## config.mk

```make
export PLATFORM = sky130hd
export DESIGN_NAME = hdlc_btx
export DESIGN_NICKNAME = d
export VERILOG_FILES = /design/src/rtl/hdlc_btx_pkg.sv /design/src/rtl/hdlc_btx_crc.sv /design/src/rtl/hdlc_btx_thr.sv /design/src/rtl/hdlc_btx.sv
export SDC_FILE = /design/constraint.sdc
export NUM_CORES = 1
export LEC_CHECK = 0
export ABC_AREA = 1
export ABC_CLOCK_PERIOD_IN_PS = 2200
export BUFFER_PORTS_ARGS = -buffer_cell sky130_fd_sc_hd__buf_2
export CAP_MARGIN = 20
export CORE_MARGIN = 4
export CORE_UTILIZATION = 55
export CTS_CLUSTER_DIAMETER = 150
export DETAILED_ROUTE_END_ITERATION = 8
export GPL_TIMING_DRIVEN = 0
export PLACE_DENSITY = 0.75
export SYNTH_ARGS = -nofsm -noshare
export SYNTH_HDL_FRONTEND = slang
export SYNTH_SLANG_ARGS = --single-unit
```

## constraint.sdc

```tcl
create_clock -name clk -period 2.2 [get_ports clk]
set_input_delay 0 -clock clk [delete_from_list [all_inputs] [get_ports clk]]
set_output_delay 0 -clock clk [all_outputs]
set_load 0.02 [all_outputs]
```

## src/rtl/hdlc_btx_pkg.sv

```systemverilog
package hdlc_btx_pkg;
    typedef enum logic [2:0] {
        S_IDLE,
        S_OPEN,
        S_DATA,
        S_CRC,
        S_CLOSE,
        S_ABORT,
        S_RAW
    } tx_state_e;

    localparam logic [7:0] FLAG_PAT = 8'h7E;
endpackage

```

## src/rtl/hdlc_btx_crc.sv

```systemverilog
module hdlc_btx_crc #(
    parameter int           W    = 16,
    parameter logic [W-1:0] POLY = 16'h8408
) (
    input  logic [W-1:0] crc_i,
    input  logic         bit_i,
    output logic [W-1:0] crc_o
);
    // One reflected shift step of the check register
    always_comb begin
        crc_o = crc_i >> 1;
        if (crc_i[0] ^ bit_i) crc_o = crc_o ^ POLY;
    end
endmodule

```

## src/rtl/hdlc_btx_thr.sv

```systemverilog
module hdlc_btx_thr #(
    parameter int FREE_W = 8,
    parameter int THR_LO = 64,
    parameter int THR_HI = 96
) (
    input  logic              clk,
    input  logic              rst_n,
    input  logic              sel,
    input  logic [FREE_W-1:0] free_cnt,
    output logic              irq
);
    logic meet, meet_q;

    assign meet = free_cnt >= (sel ? FREE_W'(THR_HI) : FREE_W'(THR_LO));

    always_ff @(posedge clk or negedge rst_n) begin
        if (!rst_n) begin
            meet_q <= 1'b0;
            irq    <= 1'b0;
        end else begin
            meet_q <= meet;
            irq    <= meet && !meet_q;
        end
    end

    // the interrupt is a single-clock pulse
    p_irq_pulse_r10: assert property (@(posedge clk) disable iff (!rst_n)
        irq |=> !irq);
endmodule

```

## src/rtl/hdlc_btx.sv

```systemverilog
module hdlc_btx
    import hdlc_btx_pkg::*;
#(
    parameter int FREE_W     = 8,
    parameter int THR_LO     = 64,
    parameter int THR_HI     = 96,
    parameter int ABORT_BITS = 8
) (
    input  logic              clk,
    input  logic              rst_n,
    input  logic              cfg_raw,
    input  logic              cfg_fill_flag,
    input  logic              cfg_56k,
    input  logic              cfg_thr_sel,
    input  logic [7:0]        fifo_data,
    input  logic              fifo_last,
    input  logic              fifo_empty,
    input  logic [FREE_W-1:0] fifo_free,
    output logic              fifo_rd,
    input  logic              bit_en,
    output logic              tx_bit,
    output logic              frame_done,
    output logic              underrun
    ,output logic             thr_irq
);
    localparam int CNT_W  = 4;
    localparam int CRC_W  = 16;
    localparam logic [CNT_W-1:0] ABORT_END = CNT_W'(ABORT_BITS - 1);
    localparam logic [CNT_W-1:0] CRC_END   = CNT_W'(CRC_W - 1);

    tx_state_e         state_q, state_d;
    logic [CRC_W-1:0]  sh_q, sh_d;
    logic [CRC_W-1:0]  crc_q, crc_d, crc_nx;
    logic [CNT_W-1:0]  cnt_q, cnt_d;
    logic [2:0]        ones_q, ones_d;
    logic              last_q, last_d;
    logic              tx_d, done_d, urun_d, rd;
    logic              stuff_now, octet_end;
    logic [7:0]        byte_in;

    assign byte_in   = fifo_data | (cfg_56k ? 8'h80 : 8'h00);
    assign stuff_now = (state_q == S_DATA || state_q == S_CRC || state_q == S_CLOSE)
                       && ones_q == 3'd5;
    assign octet_end = cnt_q[2:0] == 3'd7;
    assign fifo_rd   = rd;

    hdlc_btx_crc #(.W(CRC_W), .POLY(16'h8408)) u_crc (
        .crc_i (crc_q),
        .bit_i (sh_q[0]),
        .crc_o (crc_nx)
    );

    hdlc_btx_thr #(.FREE_W(FREE_W), .THR_LO(THR_LO), .THR_HI(THR_HI)) u_thr (
        .clk      (clk),
        .rst_n    (rst_n),
        .sel      (cfg_thr_sel),
        .free_cnt (fifo_free),
        .irq      (thr_irq)
    );

    // State register
    always_ff @(posedge clk or negedge rst_n) begin
        if (!rst_n) begin
            state_q <= S_IDLE;
            sh_q    <= '0;
            crc_q   <= '1;
            cnt_q   <= '0;
            ones_q  <= '0;
            last_q  <= 1'b0;
        end else begin
            state_q <= state_d;
            sh_q    <= sh_d;
            crc_q   <= crc_d;
            cnt_q   <= cnt_d;
            ones_q  <= ones_d;
            last_q  <= last_d;
        end
    end

    // Registered outputs
    always_ff @(posedge clk or negedge rst_n) begin
        if (!rst_n) begin
            tx_bit     <= 1'b1;
            frame_done <= 1'b0;
            underrun   <= 1'b0;
        end else begin
            tx_bit     <= tx_d;
            frame_done <= done_d;
            underrun   <= urun_d;
        end
    end

    // Next state and line bit
    always_comb begin
        state_d = state_q;
        sh_d    = sh_q;
        crc_d   = crc_q;
        cnt_d   = cnt_q;
        ones_d  = ones_q;
        last_d  = last_q;
        tx_d    = tx_bit;
        done_d  = 1'b0;
        urun_d  = 1'b0;
        rd      = 1'b0;
        if (bit_en) begin
            unique case (state_q)
                S_IDLE: begin
                    tx_d  = (cfg_fill_flag && !cfg_raw) ? FLAG_PAT[cnt_q[2:0]] : 1'b1;
                    cnt_d = {1'b0, cnt_q[2:0] + 3'd1};
                    if (octet_end && !fifo_empty) begin
                        cnt_d = '0;
                        if (cfg_raw) begin
                            rd      = 1'b1;
                            sh_d    = {8'h00, byte_in};
                            state_d = S_RAW;
                        end else begin
                            state_d = S_OPEN;
                        end
                    end
                end
                S_OPEN: begin
                    tx_d  = FLAG_PAT[cnt_q[2:0]];
                    cnt_d = cnt_q + 1'b1;
                    if (octet_end) begin
                        cnt_d  = '0;
                        crc_d  = '1;
                        ones_d = '0;
                        if (fifo_empty) begin
                            state_d = S_ABORT;
                            urun_d  = 1'b1;
                        end else begin
                            rd      = 1'b1;
                            sh_d    = {8'h00, byte_in};
                            last_d  = fifo_last;
                            state_d = S_DATA;
                        end
                    end
                end
                S_DATA: begin
                    if (stuff_now) begin
                        tx_d   = 1'b0;
                        ones_d = '0;
                    end else begin
                        tx_d   = sh_q[0];
                        ones_d = sh_q[0] ? ones_q + 3'd1 : 3'd0;
                        crc_d  = crc_nx;
                        sh_d   = sh_q >> 1;
                        cnt_d  = cnt_q + 1'b1;
                        if (octet_end) begin
                            cnt_d = '0;
                            if (last_q) begin
                                sh_d    = ~crc_nx;
                                state_d = S_CRC;
                            end else if (fifo_empty) begin
                                state_d = S_ABORT;
                                urun_d  = 1'b1;
                            end else begin
                                rd     = 1'b1;
                                sh_d   = {8'h00, byte_in};
                                last_d = fifo_last;
                            end
                        end
                    end
                end
                S_CRC: begin
                    if (stuff_now) begin
                        tx_d   = 1'b0;
                        ones_d = '0;
                    end else begin
                        tx_d   = sh_q[0];
                        ones_d = sh_q[0] ? ones_q + 3'd1 : 3'd0;
                        sh_d   = sh_q >> 1;
                        cnt_d  = cnt_q + 1'b1;
                        if (cnt_q == CRC_END) begin
                            cnt_d   = '0;
                            state_d = S_CLOSE;
                        end
                    end
                end
                S_CLOSE: begin
                    ones_d = '0;
                    if (stuff_now) begin
                        tx_d = 1'b0;
                    end else begin
                        tx_d  = FLAG_PAT[cnt_q[2:0]];
                        cnt_d = cnt_q + 1'b1;
                        if (octet_end) begin
                            cnt_d   = '0;
                            done_d  = 1'b1;
                            state_d = S_IDLE;
                        end
                    end
                end
                S_ABORT: begin
                    tx_d   = 1'b1;
                    ones_d = '0;
                    cnt_d  = cnt_q + 1'b1;
                    if (cnt_q == ABORT_END) begin
                        cnt_d   = '0;
                        state_d = S_IDLE;
                    end
                end
                S_RAW: begin
                    tx_d  = sh_q[0];
                    sh_d  = sh_q >> 1;
                    cnt_d = cnt_q + 1'b1;
                    if (octet_end) begin
                        cnt_d = '0;
                        if (!fifo_empty) begin
                            rd   = 1'b1;
                            sh_d = {8'h00, byte_in};
                        end else begin
                            state_d = S_IDLE;
                        end
                    end
                end
                default: state_d = S_IDLE;
            endcase
        end
    end

    // pops only on a strobe and never from an empty FIFO
    p_rd_strobe_r11: assert property (@(posedge clk) disable iff (!rst_n)
        fifo_rd |-> (bit_en && !fifo_empty));
    // line bit holds between strobes
    p_tx_hold_r11: assert property (@(posedge clk) disable iff (!rst_n)
        !bit_en |=> $stable(tx_bit));
    // a sixth data one is never sent
    p_stuff_zero_r4: assert property (@(posedge clk) disable iff (!rst_n)
        (bit_en && state_q == S_DATA && ones_q == 3'd5) |=> !tx_bit);
    // an aborted frame never reports completion
    p_done_urun_excl_r8: assert property (@(posedge clk) disable iff (!rst_n)
        !(frame_done && underrun));
    // completion only follows the closing flag
    p_done_after_close_r9: assert property (@(posedge clk) disable iff (!rst_n)
        $rose(frame_done) |-> $past(state_q) == S_CLOSE);
endmodule

```

==> out/metrics.yaml <==
clock_power_share: 0.160
detail_route.iter0.violations: 336
synth-main-ff-cell: "dfrtp_1"
drtPass1Iterations: 5
grt_max_degree: 49
synth_area_mm2: 0.00305
numPortBuffers: 29
stdcell_area_mm2: 0.00353
clock_sinks: 48
synth_nets: 479
p_leak_nw: 1.84
holdCritStartpoint: "bit_en"
gp_congestion: 0.926
slew_headroom: 0.404
power_density_mw_per_mm2: 1180
ir_drop_uv: 623
finalSetupViolCount: 0
synth_cell_types: 31
ant_nets: 0
worst_slack_ps: 57.9
ys_ff_latch: 48
routedWlPerCell_um: 14.6
path_depth: 7
place_ws_ps: -103
root_buffer: "clkbuf_8"
ys_top_cells_by_area: "dfrtp_1 (25%), nand2_1 (20%), dfstp_2 (15%), nor2_1 (7.8%), nand3_1 (5.3%)"
synth_top_area_cell: "dfrtp_1"
cap_viol_max_count: 0
grt_util_met3: 0.0445
cts_tree: "built"
slowest_stage: "dlygate4sd3_1"
fin_nets: 525
crit_required_ps: 2430
slew_violations: 0
critical_path.top_delay_family: "buffers and inverters"
synth_edf_count: 0
internal-power_mw: 2.26
ys_warn_count: 0
insertion_delay_ps: 310
diodes: 0
grt_util_met1: 0.369
crit_path_max_fanout: 2
antenna_found_initial: 0
min_to: "frame_done"
synthCells: 448
reg2reg_to: "sh_q[2]"
hold_depth: 3
max_stage_delay_ps: 600
placed_cells: 547
path_buf_inv: 4
cp.arrival_ps: 2380
cts-buffers-inserted: 5
grt_pass1_vias: 2849
syn_to_final_growth_pct: 15.9
fin_cells: 565
critical_path_class: "in2reg"
wl_um: 8240
cts_buffer_depth: 2
avgSynthCellArea_um2: 6.80
reg2reg_setup_slack_ps: 240
core_mm2: 0.00524
status: "completed"
overflow: 0
initial_utilization: 0.581
num-fill-cells: 485
finalCriticalPeriod_ps: 2140
die-area_mm2: 0.00679
r2r_start: "cnt_q[1]"
pin_count: 30
cp-start-kind: "input port"
placed_area_mm2: 0.00328
r2r_cells: 12
synth_top_area_frac: 0.255
fmax_mhz: 467
dp_hpwl_um: 5900
tightest_slew_ps: 884
htreeDepth: 2
die_h_um: 82.4
rows: 26
grt_pass1_wl_um: 13400
worstSetupEndpointType: "register"
clk_transition_reported_paths_ps: 100
grt-busiest-layer: "met2"
synth_common_cells: "nand2_1 (165), nor2_1 (63), inv_1 (33), nand3_1 (32), dfrtp_1 (31)"
min_period_over_period: 0.974
switching_share: 0.460
fin_tns_setup_ps: 0
yosysSeqAreaShare: 0.401
avgViaCountPerCell: 5.44
crit_top_cell: "dlygate4sd3_1"
crit_chain: "dlygate4sd3_1, buf_2, nor4_1, dlygate4sd3_1, nand4_1, dlygate4sd3_1, a21oi_1"
p_comb_frac: 0.492
num_vias: 3071
hold_class: "in2reg"
die_x_um: 82.4
met2_usage: 0.405
p_seq_frac: 0.348
track_usage: 0.259
async_flop_share: 1.00
fin_skew_ps: 15.5
drcViolationCount: 0
hold_violations: 0
yosysMostFrequentCell: "nand2_1"
drive_gt1_frac: 0.180
p_switching_mw: 1.92
through the flow:
step                hold WS [ps]  utilization  power, mW
global route                12.0        0.674       4.52
global placement             225        0.626       3.38
finish                      12.6        0.674       4.18
CTS                         1.45        0.659       4.10
detailed placement           238        0.626       3.42
floorplan                   -296            -       2.88
state kept, by name, summed over array words and instances, names as in the netlist:
| name | flops |
|---|---|
| cnt_q | 4 |
| crc_q | 16 |
| last_q | 1 |
| state_q | 3 |
| frame_done | 1 |
| sh_q | 16 |
| underrun | 1 |
| tx_bit | 1 |
| u_thr.meet_q | 1 |
| ones_q | 3 |
| u_thr.irq | 1 |
how the worst max path moves through the flow:
| stage | startpoint | endpoint | slack (ps) |
|---|---|---|---|
| final | fifo_free[0] | u_thr.irq | 60 |
| after global routing | fifo_free[0] | u_thr.irq | -7 |
| after CTS | cnt_q[0] | sh_q[2] | 50 |
| after detailed placement | cnt_q[0] | sh_q[2] | -100 |
| after global placement | cnt_q[0] | sh_q[2] | -110 |
| after floorplan | cnt_q[0] | sh_q[4] | 400 |
worst min-delay path: cells and delay by family:
family                 cells  cell delay [ps]
and+or+nand+nor            2              150
buffers and inverters      1              140
placed cells by master (no fill, tap or decap), types with 2 or more instances in the layout:
cell	instances
a21oi_1	23
a31oi_1	4
buf_2	35
buf_4	5
clkbuf_1	2
clkbuf_8	5
clkinv_4	2
dfrtp_1	31
dfstp_2	17
dlygate4sd3_1	8
ha_1	4
inv_1	32
inv_2	4
nand2_1	165
nand2_2	3
nand3_1	32
nand3b_1	8
nand4_1	10
nor2_1	62
nor2_2	2
nor2_4	2
o21ai_0	18
o21ai_1	3
or2_2	3
metal layers:
| layer | wire, µm | vias up |
|---|---|---|
| met5 | 0 | - |
| met3 | 525 | 11 |
| met2 | 3730 | 112 |
| met4 | 115 | 0 |
| li1 | - | 1522 |
| met1 | 3870 | 1426 |
power groups by stage:
stage	combinational (mW)	sequential (mW)	clock [mW]
after global routing	2.31	1.49	0.713
after detailed placement	1.96	1.47	0
final	2.06	1.45	0.670
after floorplan	1.46	1.42	0
after CTS	1.98	1.45	0.671
after global placement	1.92	1.46	0
area by class of cell:
class                   instances  area, µm²  share of cell area
clock buffers                   5       68.8              0.0195
plain buffers                  13       78.8              0.0223
well taps                      70       87.6              0.0248
multi-input cells             351       1640               0.464
inverters                      36        135              0.0383
repair buffers                 39        253              0.0716
clock inverters                 3       47.5              0.0135
flip-flops and latches         48       1220               0.346
logic make-up (layout without fill, tap and decap cells):
group / count (synthesis) / in the layout / synth area share
fa+ha+maj: 6 / 6 / 0.0247
flops: 48 / 48 / 0.401
compound gates: 51 / 51 / 0.0879
xor+xnor: 1 / 1 / 0.00288
simple gates: 293 / 293 / 0.414
buf+inv: 49 / 96 / 0.0694
what timing repair did:
item | 4_1_cts | 5_1_grt
hold endpoints to repair | 33 | 1
cloned | 0 | 0
pin swaps | 0 | 0
hold buffers | 5 | 3
setup buffers | 0 | 1
resized for setup | 3 | 6
endpoints found under the setup margin | 11 | 17
(Power assumes the default switching activity.)
